**src/rtl/cbe_pkg.sv**
```systemverilog
package cbe_pkg;
   // widest key the library accepts; table size grows as 2**KEY_W
   localparam int unsigned CBE_MAX_KEY_W = 8;
   localparam int unsigned CBE_MAX_IDX_W = 16;

   typedef enum logic [0:0] {
      WR_SINGLE = 1'b0,
      WR_DUAL   = 1'b1
   } cbe_wr_kind_e;
endpackage

```
**src/rtl/cbe_clear_seq.sv**
```systemverilog
module cbe_clear_seq #(
   parameter int unsigned AW = 4
) (
   input  logic          clk,
   input  logic          rst_n,
   input  logic          clr_req,
   output logic          busy,
   output logic          clr_we,
   output logic [AW-1:0] clr_addr
);
   localparam logic [AW-1:0] LAST_ADDR = {AW{1'b1}};

   logic [AW-1:0] cnt_q;
   logic          busy_q;

   always_ff @(posedge clk or negedge rst_n) begin
      if (!rst_n) begin
         busy_q <= 1'b0;
         cnt_q  <= '0;
      end else if (clr_req) begin
         busy_q <= 1'b1;
         cnt_q  <= '0;
      end else if (busy_q) begin
         if (cnt_q == LAST_ADDR) begin
            busy_q <= 1'b0;
            cnt_q  <= '0;
         end else begin
            cnt_q <= cnt_q + 1'b1;
         end
      end
   end

   assign busy     = busy_q;
   assign clr_we   = busy_q;
   assign clr_addr = cnt_q;
endmodule

```
**src/rtl/cbe_run_track.sv**
```systemverilog
module cbe_run_track #(
   parameter int unsigned KEY_W = 4,
   parameter int unsigned IDX_W = 6,
   parameter int unsigned ENT_W = IDX_W + 1
) (
   input  logic             clk,
   input  logic             rst_n,
   input  logic             flush,
   input  logic             accept,
   input  logic [KEY_W-1:0] key,
   input  logic [IDX_W-1:0] idx,
   input  logic             last,
   output logic             s_we,
   output logic [KEY_W-1:0] s_addr,
   output logic [ENT_W-1:0] s_data,
   output logic             eb_we,
   output logic [KEY_W-1:0] eb_addr,
   output logic [ENT_W-1:0] eb_data,
   output logic             el_we,
   output logic [KEY_W-1:0] el_addr,
   output logic [ENT_W-1:0] el_data,
   output logic             pass_open,
   output logic [KEY_W-1:0] prev_key,
   output logic             order_err,
   output logic             done
);
   logic             open_q;
   logic [KEY_W-1:0] prev_q;
   logic             err_q;
   logic             done_q;
   logic             key_change;
   logic             descend;
   logic [ENT_W-1:0] idx_ext;

   assign idx_ext    = ENT_W'(idx);
   assign key_change = open_q && (key != prev_q);
   assign descend    = accept && open_q && (key < prev_q);

   // start of a run: first element of the pass or a changed key
   assign s_we    = accept && (!open_q || key_change);
   assign s_addr  = key;
   assign s_data  = idx_ext;

   // boundary close of the run that just ended
   assign eb_we   = accept && key_change;
   assign eb_addr = prev_q;
   assign eb_data = idx_ext;

   // final element closes its own run
   assign el_we   = accept && last;
   assign el_addr = key;
   assign el_data = idx_ext + 1'b1;

   always_ff @(posedge clk or negedge rst_n) begin
      if (!rst_n) begin
         open_q <= 1'b0;
         prev_q <= '0;
         err_q  <= 1'b0;
         done_q <= 1'b0;
      end else if (flush) begin
         open_q <= 1'b0;
         prev_q <= '0;
         err_q  <= 1'b0;
         done_q <= 1'b0;
      end else begin
         done_q <= accept && last;
         if (accept) begin
            prev_q <= key;
            open_q <= !last;
         end
         if (descend) err_q <= 1'b1;
      end
   end

   assign pass_open = open_q;
   assign prev_key  = prev_q;
   assign order_err = err_q;
   assign done      = done_q;
endmodule

```
**src/rtl/cbe_table.sv**
```systemverilog
module cbe_table #(
   parameter int unsigned AW   = 4,
   parameter int unsigned DW   = 7,
   parameter int unsigned N_WR = 1
) (
   input  logic                      clk,
   input  logic                      rst_n,
   input  logic                      clr_we,
   input  logic [AW-1:0]             clr_addr,
   input  logic [N_WR-1:0]           we,
   input  logic [N_WR-1:0][AW-1:0]   waddr,
   input  logic [N_WR-1:0][DW-1:0]   wdata,
   input  logic [AW-1:0]             raddr,
   output logic [DW-1:0]             rdata
);
   localparam int unsigned N_ENT = 1 << AW;

   logic [N_ENT*DW-1:0] flat;

   generate
      for (genvar e = 0; e < N_ENT; e++) begin : g_ent
         logic [DW-1:0] q;
         logic          hit;
         logic [DW-1:0] nxt;

         always_comb begin
            hit = 1'b0;
            nxt = q;
            for (int p = 0; p < N_WR; p++) begin
               if (we[p] && (waddr[p] == AW'(e))) begin
                  hit = 1'b1;
                  nxt = wdata[p];
               end
            end
         end

         always_ff @(posedge clk or negedge rst_n) begin
            if (!rst_n)                                 q <= '1;
            else if (clr_we && (clr_addr == AW'(e)))    q <= '1;
            else if (hit)                               q <= nxt;
         end

         assign flat[e*DW +: DW] = q;
      end
   endgenerate

   assign rdata = flat[raddr*DW +: DW];
endmodule

```
**src/rtl/cell_bound_extract.sv**
```systemverilog
module cell_bound_extract #(
   parameter int unsigned KEY_W = 4,
   parameter int unsigned IDX_W = 6
) (
   input  logic               clk,
   input  logic               rst_n,
   input  logic               clr_req,
   input  logic               in_valid,
   output logic               in_ready,
   input  logic [KEY_W-1:0]   in_key,
   input  logic [IDX_W-1:0]   in_idx,
   input  logic               in_last,
   input  logic [KEY_W-1:0]   rd_key,
   output logic [IDX_W:0]     rd_start,
   output logic [IDX_W:0]     rd_end,
   output logic               clr_busy,
   output logic               done,
   output logic               order_err
);
   import cbe_pkg::*;

   localparam int unsigned ENT_W = IDX_W + 1;
   localparam cbe_wr_kind_e START_KIND = WR_SINGLE;
   localparam cbe_wr_kind_e END_KIND   = WR_DUAL;
   localparam int unsigned START_PORTS = (START_KIND == WR_DUAL) ? 2 : 1;
   localparam int unsigned END_PORTS   = (END_KIND == WR_DUAL) ? 2 : 1;

   generate
      if (KEY_W < 1 || KEY_W > CBE_MAX_KEY_W) begin : g_bad_key
         $error("KEY_W out of supported range");
      end
      if (IDX_W < 1 || IDX_W > CBE_MAX_IDX_W) begin : g_bad_idx
         $error("IDX_W out of supported range");
      end
   endgenerate

   logic             accept;
   logic             clr_we;
   logic [KEY_W-1:0] clr_addr;
   logic             s_we, eb_we, el_we;
   logic [KEY_W-1:0] s_addr, eb_addr, el_addr;
   logic [ENT_W-1:0] s_data, eb_data, el_data;
   logic             pass_open;
   logic [KEY_W-1:0] prev_key;

   assign in_ready = !clr_busy && !clr_req;
   assign accept   = in_valid && in_ready;

   cbe_clear_seq #(.AW(KEY_W)) u_clr (
      .clk      (clk),
      .rst_n    (rst_n),
      .clr_req  (clr_req),
      .busy     (clr_busy),
      .clr_we   (clr_we),
      .clr_addr (clr_addr)
   );

   cbe_run_track #(.KEY_W(KEY_W), .IDX_W(IDX_W), .ENT_W(ENT_W)) u_trk (
      .clk       (clk),
      .rst_n     (rst_n),
      .flush     (clr_req),
      .accept    (accept),
      .key       (in_key),
      .idx       (in_idx),
      .last      (in_last),
      .s_we      (s_we),
      .s_addr    (s_addr),
      .s_data    (s_data),
      .eb_we     (eb_we),
      .eb_addr   (eb_addr),
      .eb_data   (eb_data),
      .el_we     (el_we),
      .el_addr   (el_addr),
      .el_data   (el_data),
      .pass_open (pass_open),
      .prev_key  (prev_key),
      .order_err (order_err),
      .done      (done)
   );

   logic [START_PORTS-1:0]            st_we;
   logic [START_PORTS-1:0][KEY_W-1:0] st_addr;
   logic [START_PORTS-1:0][ENT_W-1:0] st_data;
   logic [END_PORTS-1:0]              en_we;
   logic [END_PORTS-1:0][KEY_W-1:0]   en_addr;
   logic [END_PORTS-1:0][ENT_W-1:0]   en_data;

   assign st_we[0]   = s_we;
   assign st_addr[0] = s_addr;
   assign st_data[0] = s_data;

   generate
      if (END_PORTS == 2) begin : g_end_dual
         // the two end writes never share an address: they differ by key
         assign en_we   = {el_we, eb_we};
         assign en_addr = {el_addr, eb_addr};
         assign en_data = {el_data, eb_data};
      end else begin : g_end_single
         assign en_we[0]   = eb_we || el_we;
         assign en_addr[0] = el_we ? el_addr : eb_addr;
         assign en_data[0] = el_we ? el_data : eb_data;
      end
   endgenerate

   cbe_table #(.AW(KEY_W), .DW(ENT_W), .N_WR(START_PORTS)) u_start_tab (
      .clk      (clk),
      .rst_n    (rst_n),
      .clr_we   (clr_we),
      .clr_addr (clr_addr),
      .we       (st_we),
      .waddr    (st_addr),
      .wdata    (st_data),
      .raddr    (rd_key),
      .rdata    (rd_start)
   );

   cbe_table #(.AW(KEY_W), .DW(ENT_W), .N_WR(END_PORTS)) u_end_tab (
      .clk      (clk),
      .rst_n    (rst_n),
      .clr_we   (clr_we),
      .clr_addr (clr_addr),
      .we       (en_we),
      .waddr    (en_addr),
      .wdata    (en_data),
      .raddr    (rd_key),
      .rdata    (rd_end)
   );
endmodule

```
**config.mk**
```make
export PLATFORM = sky130hd
export DESIGN_NAME = cell_bound_extract
export DESIGN_NICKNAME = d
export VERILOG_FILES = /design/src/rtl/cbe_pkg.sv /design/src/rtl/cbe_clear_seq.sv /design/src/rtl/cbe_run_track.sv /design/src/rtl/cbe_table.sv /design/src/rtl/cell_bound_extract.sv
export SDC_FILE = /design/constraint.sdc
export NUM_CORES = 1
export LEC_CHECK = 0
export CORE_MARGIN = 4
export CORE_UTILIZATION = 35
export DETAILED_ROUTE_END_ITERATION = 8
export DONT_BUFFER_PORTS = 1
export PLACE_DENSITY_LB_ADDON = 0.08
export SLEW_MARGIN = 20
export SYNTH_ARGS = -nofsm -noshare
export SYNTH_HDL_FRONTEND = slang
export SYNTH_SLANG_ARGS = --single-unit
```
**constraint.sdc**
```tcl
create_clock -name clk -period 2.8 [get_ports clk]
set_clock_uncertainty 0.05 [all_clocks]
set_input_delay 0.14 -clock clk [delete_from_list [all_inputs] [get_ports clk]]
set_output_delay 0.14 -clock clk [all_outputs]
set_load 0.05 [all_outputs]
```
Yosys cells after proc, flatten, opt, wreduce, memory -nomap -nowiden. Cells that the tools add are included.

Input port bits: 19. Memories kept: 0. Bits in read-only memories: 0. Bits in writable memories: 0. Register bits: 236. Latch bits: 0. Logic and storage cells: 442. Output and inout port bits: 18.

$lt $le $gt $ge: 1. Divide/modulo/power cells: 0. Equal/unequal tests: 46. Muxes and demuxes: 173. Shifts and indexed selects: 2. $mul: 1. Add/subtract/negate cells: 2. Bitwise operators: 0. Reduce and logical (&&, ||, !) cells: 179.

Operator list (count): two-way mux 7 bit (112); variable part select 112 x 8 -> 7 bit (2); nonzero test 2 bit (51); equality test 4 bit, second input constant (24); logical AND 1 bit (72); AND reduction 2 bit (32); two-way mux 1 bit (56); equality test 4 x 3 -> 1 bit, second input constant (12); nonzero test 3 bit (16); equality test 4 x 2 -> 1 bit, second input constant (6); two-way mux 4 bit (5); equality test 4 x 1 -> 1 bit, second input constant (3); logical NOT 4 bit (3); adder 6 x 1 -> 7 bit, second input constant (1); multiplier 4 x 3 -> 7 bit, second input constant (1); adder 4 x 1 -> 4 bit, second input constant (1); logical NOT 1 bit (4); < comparator 4 bit (1); != test 4 bit (1); logical OR 1 bit (1).

Logic depth before layout (Yosys ltp). Gate-level depths: netlist of the first run.

Word-level depth: 9. Gate-level depth with buffers: 9. Gate-level depth less buffers: 6.

Hierarchy. A second synthesis of the first run with hierarchy kept.

Cell total of the unflattened synthesis: 1493. Area, all modules: 13803.2 sq um.

Modules (own cells, without submodules): cbe_table (u_end_tab) (area each 6824.0 sq um, times used 1, cells an instance 783); cbe_table (u_start_tab) (area each 6042.0 sq um, times used 1, cells an instance 607); cbe_run_track (area each 683.2 sq um, times used 1, cells an instance 78); cbe_clear_seq (area each 237.7 sq um, times used 1, cells an instance 23); cell_bound_extract (area each 16.3 sq um, times used 1, cells an instance 2).

Worst setup path before layout of the first run. OpenSTA, ideal clock, no wires.

Path type: reg-to-reg. Start point: register u_clr.busy_q, in the netlist u_clr.busy. End point: register u_trk.err_q, in the netlist u_trk.order_err. Stages on the path, launching flop included: 8. Required time: 2.651 ns. Slack: 0.181 ns. Arrival time: 2.469 ns. Period minus slack after synthesis: 2.619 ns. Path through: dfrtp_1 buf_2 buf_2 buf_2 nor2_1 nand2_1 o31a_1 a311oi_1.

Word-level cells in the longest chain between the ends: 6.

RTL lines: from (decl) (RTL line cbe_clear_seq.sv:14) `logic busy_q;`; from (signal assigned) (RTL line cbe_clear_seq.sv:18) `busy_q <= 1'b0;`; from (signal assigned) (RTL line cbe_clear_seq.sv:21) `busy_q <= 1'b1;`; from (signal assigned) (RTL line cbe_clear_seq.sv:25) `busy_q <= 1'b0;`; logical NOT 1 bit (RTL line cell_bound_extract.sv:46) `assign in_ready = !clr_busy && !clr_req;`; logical AND 1 bit (RTL line cell_bound_extract.sv:46); via in_ready (RTL line cell_bound_extract.sv:9) `output logic in_ready,`; logical AND 1 bit (RTL line cell_bound_extract.sv:47) `assign accept = in_valid && in_ready;`; logical AND 1 bit (2 in series) (RTL line cbe_run_track.sv:37) `assign descend = accept && open_q && (key < prev_q);`; nonzero test 2 bit (no source line); to (signal assigned) (RTL line cbe_run_track.sv:58) `err_q <= 1'b0;`; to (signal assigned) (RTL line cbe_run_track.sv:63) `err_q <= 1'b0;`; to (signal assigned) (RTL line cbe_run_track.sv:71) `if (descend) err_q <= 1'b1;`; to (decl) (RTL line cbe_run_track.sv:29) `logic err_q;`.

The timed path passes the listed nets, and every way through them passes these cells. A chain may end at the register's enable or synchronous reset.

Worst setup path after layout of the first run.
Start point: input in_key[3]. End point: register u_end_tab.g_ent[6].q[4].

Word-level cells in the longest chain between the ends: 8.

RTL lines: from (decl) (RTL line cell_bound_extract.sv:10) `input logic [KEY_W-1:0] in_key,`; != test 4 bit (RTL line cbe_run_track.sv:36) `assign key_change = open_q && (key != prev_q);`; logical AND 1 bit (RTL line cbe_run_track.sv:36); logical AND 1 bit (RTL line cbe_run_track.sv:45) `assign eb_we = accept && key_change;`; logical AND 1 bit (RTL line cbe_table.sv:30) `if (we[p] && (waddr[p] == AW'(e))) begin`; two-way mux 1 bit (2 in series) (RTL line cbe_table.sv:30); nonzero test 2 bit (no source line); AND reduction 2 bit (no source line); to (signal assigned) (RTL line cbe_table.sv:40) `else if (hit) q <= nxt;`; to (decl) (RTL line cbe_table.sv:22) `logic [DW-1:0] q;`.

Several ways; a longest one is shown, not always the timed one. The select of a mux whose other input is x is not followed.

==> reports/metrics.csv, run 1 <==
stage,metric,value,unit
floorplanning,initial_utilization,35.4,%
final_layout,nets,1297,
power,clockPowerShare,45.5,%
power,power,8.90,mW
place,place.gp.congestion,0.873,
global_route,grt_pass1_vias,11100,
floorplanning,fp.dieH,203,um
routing,vias_per_cell,6.23,
sta,finalHoldViolCount,236,
synth,syn-num-nets,1289,
power,p_int,6.56,mW
global_route,grt_overflow,0,
power,power.density,582,nW/um2
sta,finalMaxSlewViolations,0,
synth,yosysTopAreaCellShare,44.1,%
synth,yosys-top-cells-area,"dfstp_2 44%, mux4_2 9.5%, o211ai_1 6.6%, nand2_1 4.0%, a22oi_1 3.7%",
routing,num_vias,11200,
synth,synth_top_family_by_area,compound AO/OA/AOI/OAI gates,
setup_path,cp_common_cell,dlygate4sd3_1,
setup_path,cp.arrival,3.13,ns
power,ir_drop,0.000312,V
setup_path,cp.required,3.26,ns
clocking,ctsHoldBuffers,19,
sta,rsz0062_at_grt,no,
synth,synth_cells,1261,
synth,synth-edff-count,0,
synth,synth_top_area_cell,dfstp_2,
setup_path,start_kind,input pin,
sta,tns,0,ns
floorplanning,core_region_area,37700,um2
routing,postRouteAntennaNets,0,
power,p_seq_share,43.4,%
clocking,h-tree-depth,1,
synth,ys_top_cells_by_count,"224 x dfstp_2, 143 x nand2_1, 117 x o211ai_1",
sta,fin_crit,2.67,ns
clocking,cts-root-buf,clkbuf_16,
synth,synth_area,13300,um2
sta,max_slew_margin,31.2,%
clocking,path_clk_slew,0.06,ns
synth,avgSynthCellArea,10.6,um2
synth,yosys_warnings,0,
routing,wirelength,52900,um
synth,yosys.area_share.simple,16.4,%
power,power.switching,2.33,mW
job,drv_cap,0,
routing,wire_per_inst,29.4,um
synth,ys_seq_area_share,46.4,%
global_route,grt_start_max_net_pins,237,
synth,synth-seq-cells,236,
clocking,clock_latency,0.59,ns
outcome,violations,negative hold slack,
setup_path,ff2ff_path_depth,8,
setup_path,critPathMaxFanout,23,
worst_hold_path,hold_class,in -> async,
clocking,numCtsBuffers,30,
clocking,cts.sinks,236,
synth,netlist-cell-type-count,70,
clocking,clockBufferDepth,3,
setup_path,path_class,in -> reg,
sta,fin_hold_ws,-0.788,ns
synth,synth-xor-area-share,0.328,%
global_route,grtUsageTotal,25.2,%
power,p_sw_share,26.2,%
place,dp_hpwl,34200,um
routing,drc,0,
place,io_buffers,0,
synth,ys_dominant_reg_cell,dfstp_2,
outcome,status,finished with violations,
power,p_comb_share,11.1,%
synth,synth_compound_area_share,19.4,%
sta,finalCritPeriodShare,95.4,%
floorplanning,dieArea,41300,um2
clocking,tritoncts,built,
power,p_leak,5.90,nW
global_route,grt_pass1_wl,78100,um
synth,yosysMostFrequentCell,dfstp_2,
sta,fmax,374,MHz
setup_path,cpMaxStageDelayCell,dlygate4sd3_1,
sta,setup_viol,0,
floorplanning,ios,37,
routing,drtIter0Drc,1027,
synth,synthMuxAreaShare,12.8,%
sta,tightest_slew,1.03,ns
setup_path,setup.worst_path.end_class,flop,
floorplanning,die_w,203,um
setup_path,critical-path-max-stage-delay,1.04,ns
final_layout,drive_gt1_share,32.8,%
global_route,antenna_found_initial,0,
synth,async_flop_share,100,%
synth,synth_fa_ha_area_share,0.844,%
floorplanning,rows,71,
final_layout,antennaDiodeCount,0,
routing,first_pass_iters,5,
setup_path,path_cells,"dlygate4sd3_1, ha_1, nand4_1, buf_6, and3_2, nand2_1, dlygate4sd3_1, a32oi_1",
clocking,post_cts_buffers,0,
final_layout,area_growth_syn_to_layout,14.6,%
## cell usage in the layout (no fill, tap or decap), types with 6 or more instances in the layout
cell,netlist,final
a211oi_1,18,18
a21oi_1,23,23
a22oi_1,65,65
a32o_1,7,7
buf_4,1,66
clkbuf_16,0,30
clkinv_2,0,6
dfrtp_1,12,11
dfstp_2,224,224
dlygate4sd3_1,0,14
ha_1,9,9
inv_1,14,14
mux2i_1,41,41
mux4_2,56,56
nand2_1,143,143
nand2b_1,20,20
nand3_1,36,36
nand4_1,13,13
nand4_2,6,6
nand4b_1,10,10
nor2_1,51,51
nor2b_1,12,12
nor3_1,40,40
nor4_1,20,20
nor4bb_1,9,8
o211ai_1,117,117
o21ai_0,92,92
o31ai_1,13,13
or2_2,6,6
## power by group through the flow
stage | Sequential (mW) | Clock (mW) | Combinational (mW)
after floorplan | 3.84 | 0 | 0.704
after global placement | 3.91 | 0 | 0.877
after detailed placement | 3.90 | 0 | 0.888
after CTS | 3.86 | 4.13 | 0.976
after global routing | 3.88 | 4.28 | 1.04
final | 3.86 | 4.05 | 0.987
## routing by layer
metal | global-route usage (%) | up-vias | routed length, um
met5 | 0 | - | 0
met4 | 6.65 | 0 | 1620
met3 | 5.61 | 94 | 4330
met2 | 38.1 | 480 | 23200
met1 | 36.7 | 5753 | 23800
li1 | - | 4888 | -
## final timing paths
check | from | end | slack [ns]
max | in_key[3] | u_end_tab.g_ent[6].q[4] | 0.13
min | rst_n | u_trk.done | -0.79
min reg2reg | u_start_tab.g_ent[13].q[6] | u_start_tab.g_ent[13].q[6] | 0.41
max reg2reg | u_trk.eb_addr[1] | u_end_tab.g_ent[6].q[4] | 0.23
max in group asynchronous | rst_n | u_start_tab.g_ent[8].q[3] | 2.99
min in group clk | in_key[1] | u_start_tab.g_ent[15].q[6] | 0.03
## sequential cells by signal, indices dropped and copies added (netlist names)
signal / cells
u_trk.pass_open: 1
u_end_tab.g_ent.q: 112
u_trk.eb_addr: 4
u_trk.done: 1
u_trk.order_err: 1
u_start_tab.g_ent.q: 112
u_clr.busy: 1
u_clr.clr_addr: 4
## per-stage QoR
stage / hold slack (ns) / cell area (um2) / utilization (%) / instances / worst slack [ns]
6_report: -0.788 / 15300 / 40.6 / 1799 / 0.130
3_3_place_gp: -0.194 / 14000 / 37.3 / 1729 / 0.541
5_1_grt: -0.809 / 15300 / 40.6 / 1799 / 0.0702
3_5_place_dp: -0.190 / 14000 / 37.3 / 1729 / 0.473
4_1_cts: -0.817 / 15300 / 40.6 / 1799 / 0.0665
2_1_floorplan: -0.206 / 13300 / - / 1261 / 0.181
## critical path, delay by kind of cell
kind                     cells  cell delay (ns)
buffers and inverters        3             1.84
AO/OA/AOI/OAI                1             0.22
AND/OR/NAND/NOR              3             0.53
adder cells (fa/ha/maj)      1             0.39
## cell families after synthesis
group                      count (synthesis)
adders and majority gates                  9
and+or+nand+nor                          410
xor gates and xnor gates                   5
DFF                                      236
muxes                                    100
buffers and inverters                    126
AOI/OAI and AO/OA                        375
## timing repair
action / in CTS / in global routing
setup endpoints to repair: 0 / 2
endpoints found under the hold margin: 445 / 236
resized for setup: 0 / 3
## area by class of cell
type / count / area (um2)
multi-input combinational: 899 / 6640
tap: 511 / 639
sequential: 236 / 6190
clock inverter: 11 / 166
fill: 3731 / 22400
inverter: 15 / 56.3
clock buffer: 40 / 838
timing repair buffer: 87 / 759
Note: power is estimated with default switching activity, not from simulation.
==> inputs of run 2 (changes only) <==
==> constraint.sdc (replaced) <==
create_clock -name clk -period 2.8 [get_ports clk]
set_clock_uncertainty 0.05 [all_clocks]
set_input_delay 0.14 -clock clk [delete_from_list [all_inputs] [get_ports clk]]
set_output_delay 0.14 -clock clk [all_outputs]
set_load 0.005 [all_outputs]
==> reports/metrics.csv, run 2 (synthesis gave the netlist of run 1 again) <==
stage,metric,value,unit
final_layout,nets,1303,
clocking,post_cts_buffers,0,
power,p_comb_share,10.6,%
power,p_leak,5.88,nW
power,power.density,559,nW/um2
global_route,antenna_found_initial,0,
clocking,tritoncts,built,
sta,fmax,368,MHz
clocking,cts_resized,0,
setup_path,path_class,in -> reg,
outcome,violations,negative hold slack,
final_layout,area_growth_syn_to_layout,14.4,%
routing,vias_per_cell,6.23,
sta,fin_crit,2.72,ns
power,p_seq_share,45.2,%
floorplanning,die_w,203,um
clocking,h-tree-depth,1,
place,dp_hpwl,34300,um
setup_path,critPathMaxFanout,23,
setup_path,setup.worst_path.end_class,flop,
place,numPlacedInstances,1730,
routing,num_vias,11300,
floorplanning,fp.dieH,203,um
global_route,grtUsageTotal,25.6,%
sta,finalMaxSlewViolations,0,
power,ir_drop,0.000429,V
clocking,path_clk_slew,0.05,ns
sta,finalCritPeriodShare,97.1,%
power,clockPowerShare,44.2,%
sta,rsz0062_at_grt,no,
routing,wirelength,53600,um
sta,tightest_slew,0.897,ns
floorplanning,ios,37,
sta,finalHoldViolCount,236,
clocking,clockBufferDepth,3,
power,p_sw_share,26.1,%
final_layout,drive_gt1_share,32.4,%
outcome,status,finished with violations,
global_route,grt_pass1_wl,79800,um
floorplanning,core_region_area,37700,um2
global_route,grt_start_max_net_pins,237,
floorplanning,rows,71,
global_route,grt_overflow,0,
clocking,cts.sinks,236,
place,place.gp.congestion,0.844,
place,io_buffers,0,
sta,setup_viol,0,
setup_path,cp.arrival,3.16,ns
floorplanning,initial_utilization,35.4,%
routing,first_pass_iters,6,
power,p_int,6.31,mW
final_layout,nFillCells,3735,
power,power.switching,2.23,mW
worst_hold_path,hold_class,in -> async,
clocking,cts-root-buf,clkbuf_16,
final_layout,top_regs,"u_end_tab.g_ent.q (112), u_start_tab.g_ent.q (112)",
setup_path,cp.required,3.24,ns
global_route,grt_pass1_vias,11300,
setup_path,start_kind,input pin,
clocking,numCtsBuffers,31,
routing,postRouteAntennaNets,0,
routing,wire_per_inst,29.6,um
routing,drc,0,
final_layout,mostFrequentLayoutCells,"224 x dfstp_2, 143 x nand2_1, 117 x o211ai_1, 92 x o21ai_0, 68 x buf_4",
clocking,ctsHoldBuffers,23,
sta,max_slew_margin,40.2,%
clocking,clock_latency,0.58,ns
floorplanning,dieArea,41300,um2
final_layout,stdcell_count,1810,
routing,drtIter0Drc,1237,
job,drv_cap,0,
final_layout,final_common_cell,dfstp_2,
sta,tns,0,ns
sta,fin_hold_ws,-0.790,ns
run 2: cell count changes in the layout (fill, tap and decap cells not counted), sizes merged:
cell and delta:
bufinv -4, inv +1, clkbuf +8, clkinv -1
buf +1, dlymetal6s4s -1, diode +1, clkinvlp +1
dlygate4sd3 +5
run 2: power by group through the flow:
stage	registers [mW]	logic, mW	clock network [mW]
floorplan	3.84	0.613	0
global placement	3.90	0.800	0
detailed placement	3.90	0.809	0
CTS	3.85	0.899	3.84
global route	3.88	0.966	3.99
finish	3.86	0.907	3.78
run 2: final timing paths:
path	startpoint	endpoint	slack, ns	depth (start not counted)
worst max-delay path	in_key[2]	u_end_tab.g_ent[6].q[4]	0.08	8
worst min-delay path	rst_n	u_trk.done	-0.79	0
worst max register to register	u_trk.eb_addr[1]	u_end_tab.g_ent[6].q[4]	0.15	8
worst min register to register	u_start_tab.g_ent[0].q[6]	u_start_tab.g_ent[0].q[6]	0.41	2
max in group asynchronous	rst_n	u_end_tab.g_ent[8].q[2]	2.95	0
min in group clk	in_key[2]	u_end_tab.g_ent[2].q[1]	0.03	4
run 2: cell type report:
class,count,area [um2],area share [%]
repair buffers,92,801,5.24
clock buffers,48,900,5.89
diodes,1,2.50,0.0164
flip-flops and latches,236,6190,40.5
clock inverters,8,46.3,0.303
inverters,15,56.3,0.369
well taps,511,639,4.19
multi-input cells,899,6640,43.5
run 2: worst max-delay path, stage by stage:
cell	delay, ns
dlygate4sd3_1	1.03
ha_1	0.37
nand4_1	0.12
buf_4	0.31
and3_1	0.33
nand2_1	0.07
dlygate4sd3_1	0.56
a32oi_1	0.23
run 2: metrics by stage:
step	hold slack, ns	power [mW]	setup WS, ns	area, um2	util [%]
2_1_floorplan	-0.206	4.46	0.321	13300	-
3_3_place_gp	-0.200	4.70	0.459	14000	37.3
3_5_place_dp	-0.200	4.71	0.436	14000	37.3
4_1_cts	-0.820	8.60	0.160	15300	40.5
5_1_grt	-0.812	8.83	0.00722	15300	40.5
6_report	-0.790	8.54	0.0801	15300	40.5
run 2: metal layers:
metal  up-vias  global-route usage (%)  part of all wire (%)
li1       4895                       -                     -
met1      5778                    37.4                    44
met2       502                    39.0                    44
met3        96                    5.55                   8.5
met4         0                    6.41                   2.7
met5         -                       0                     0
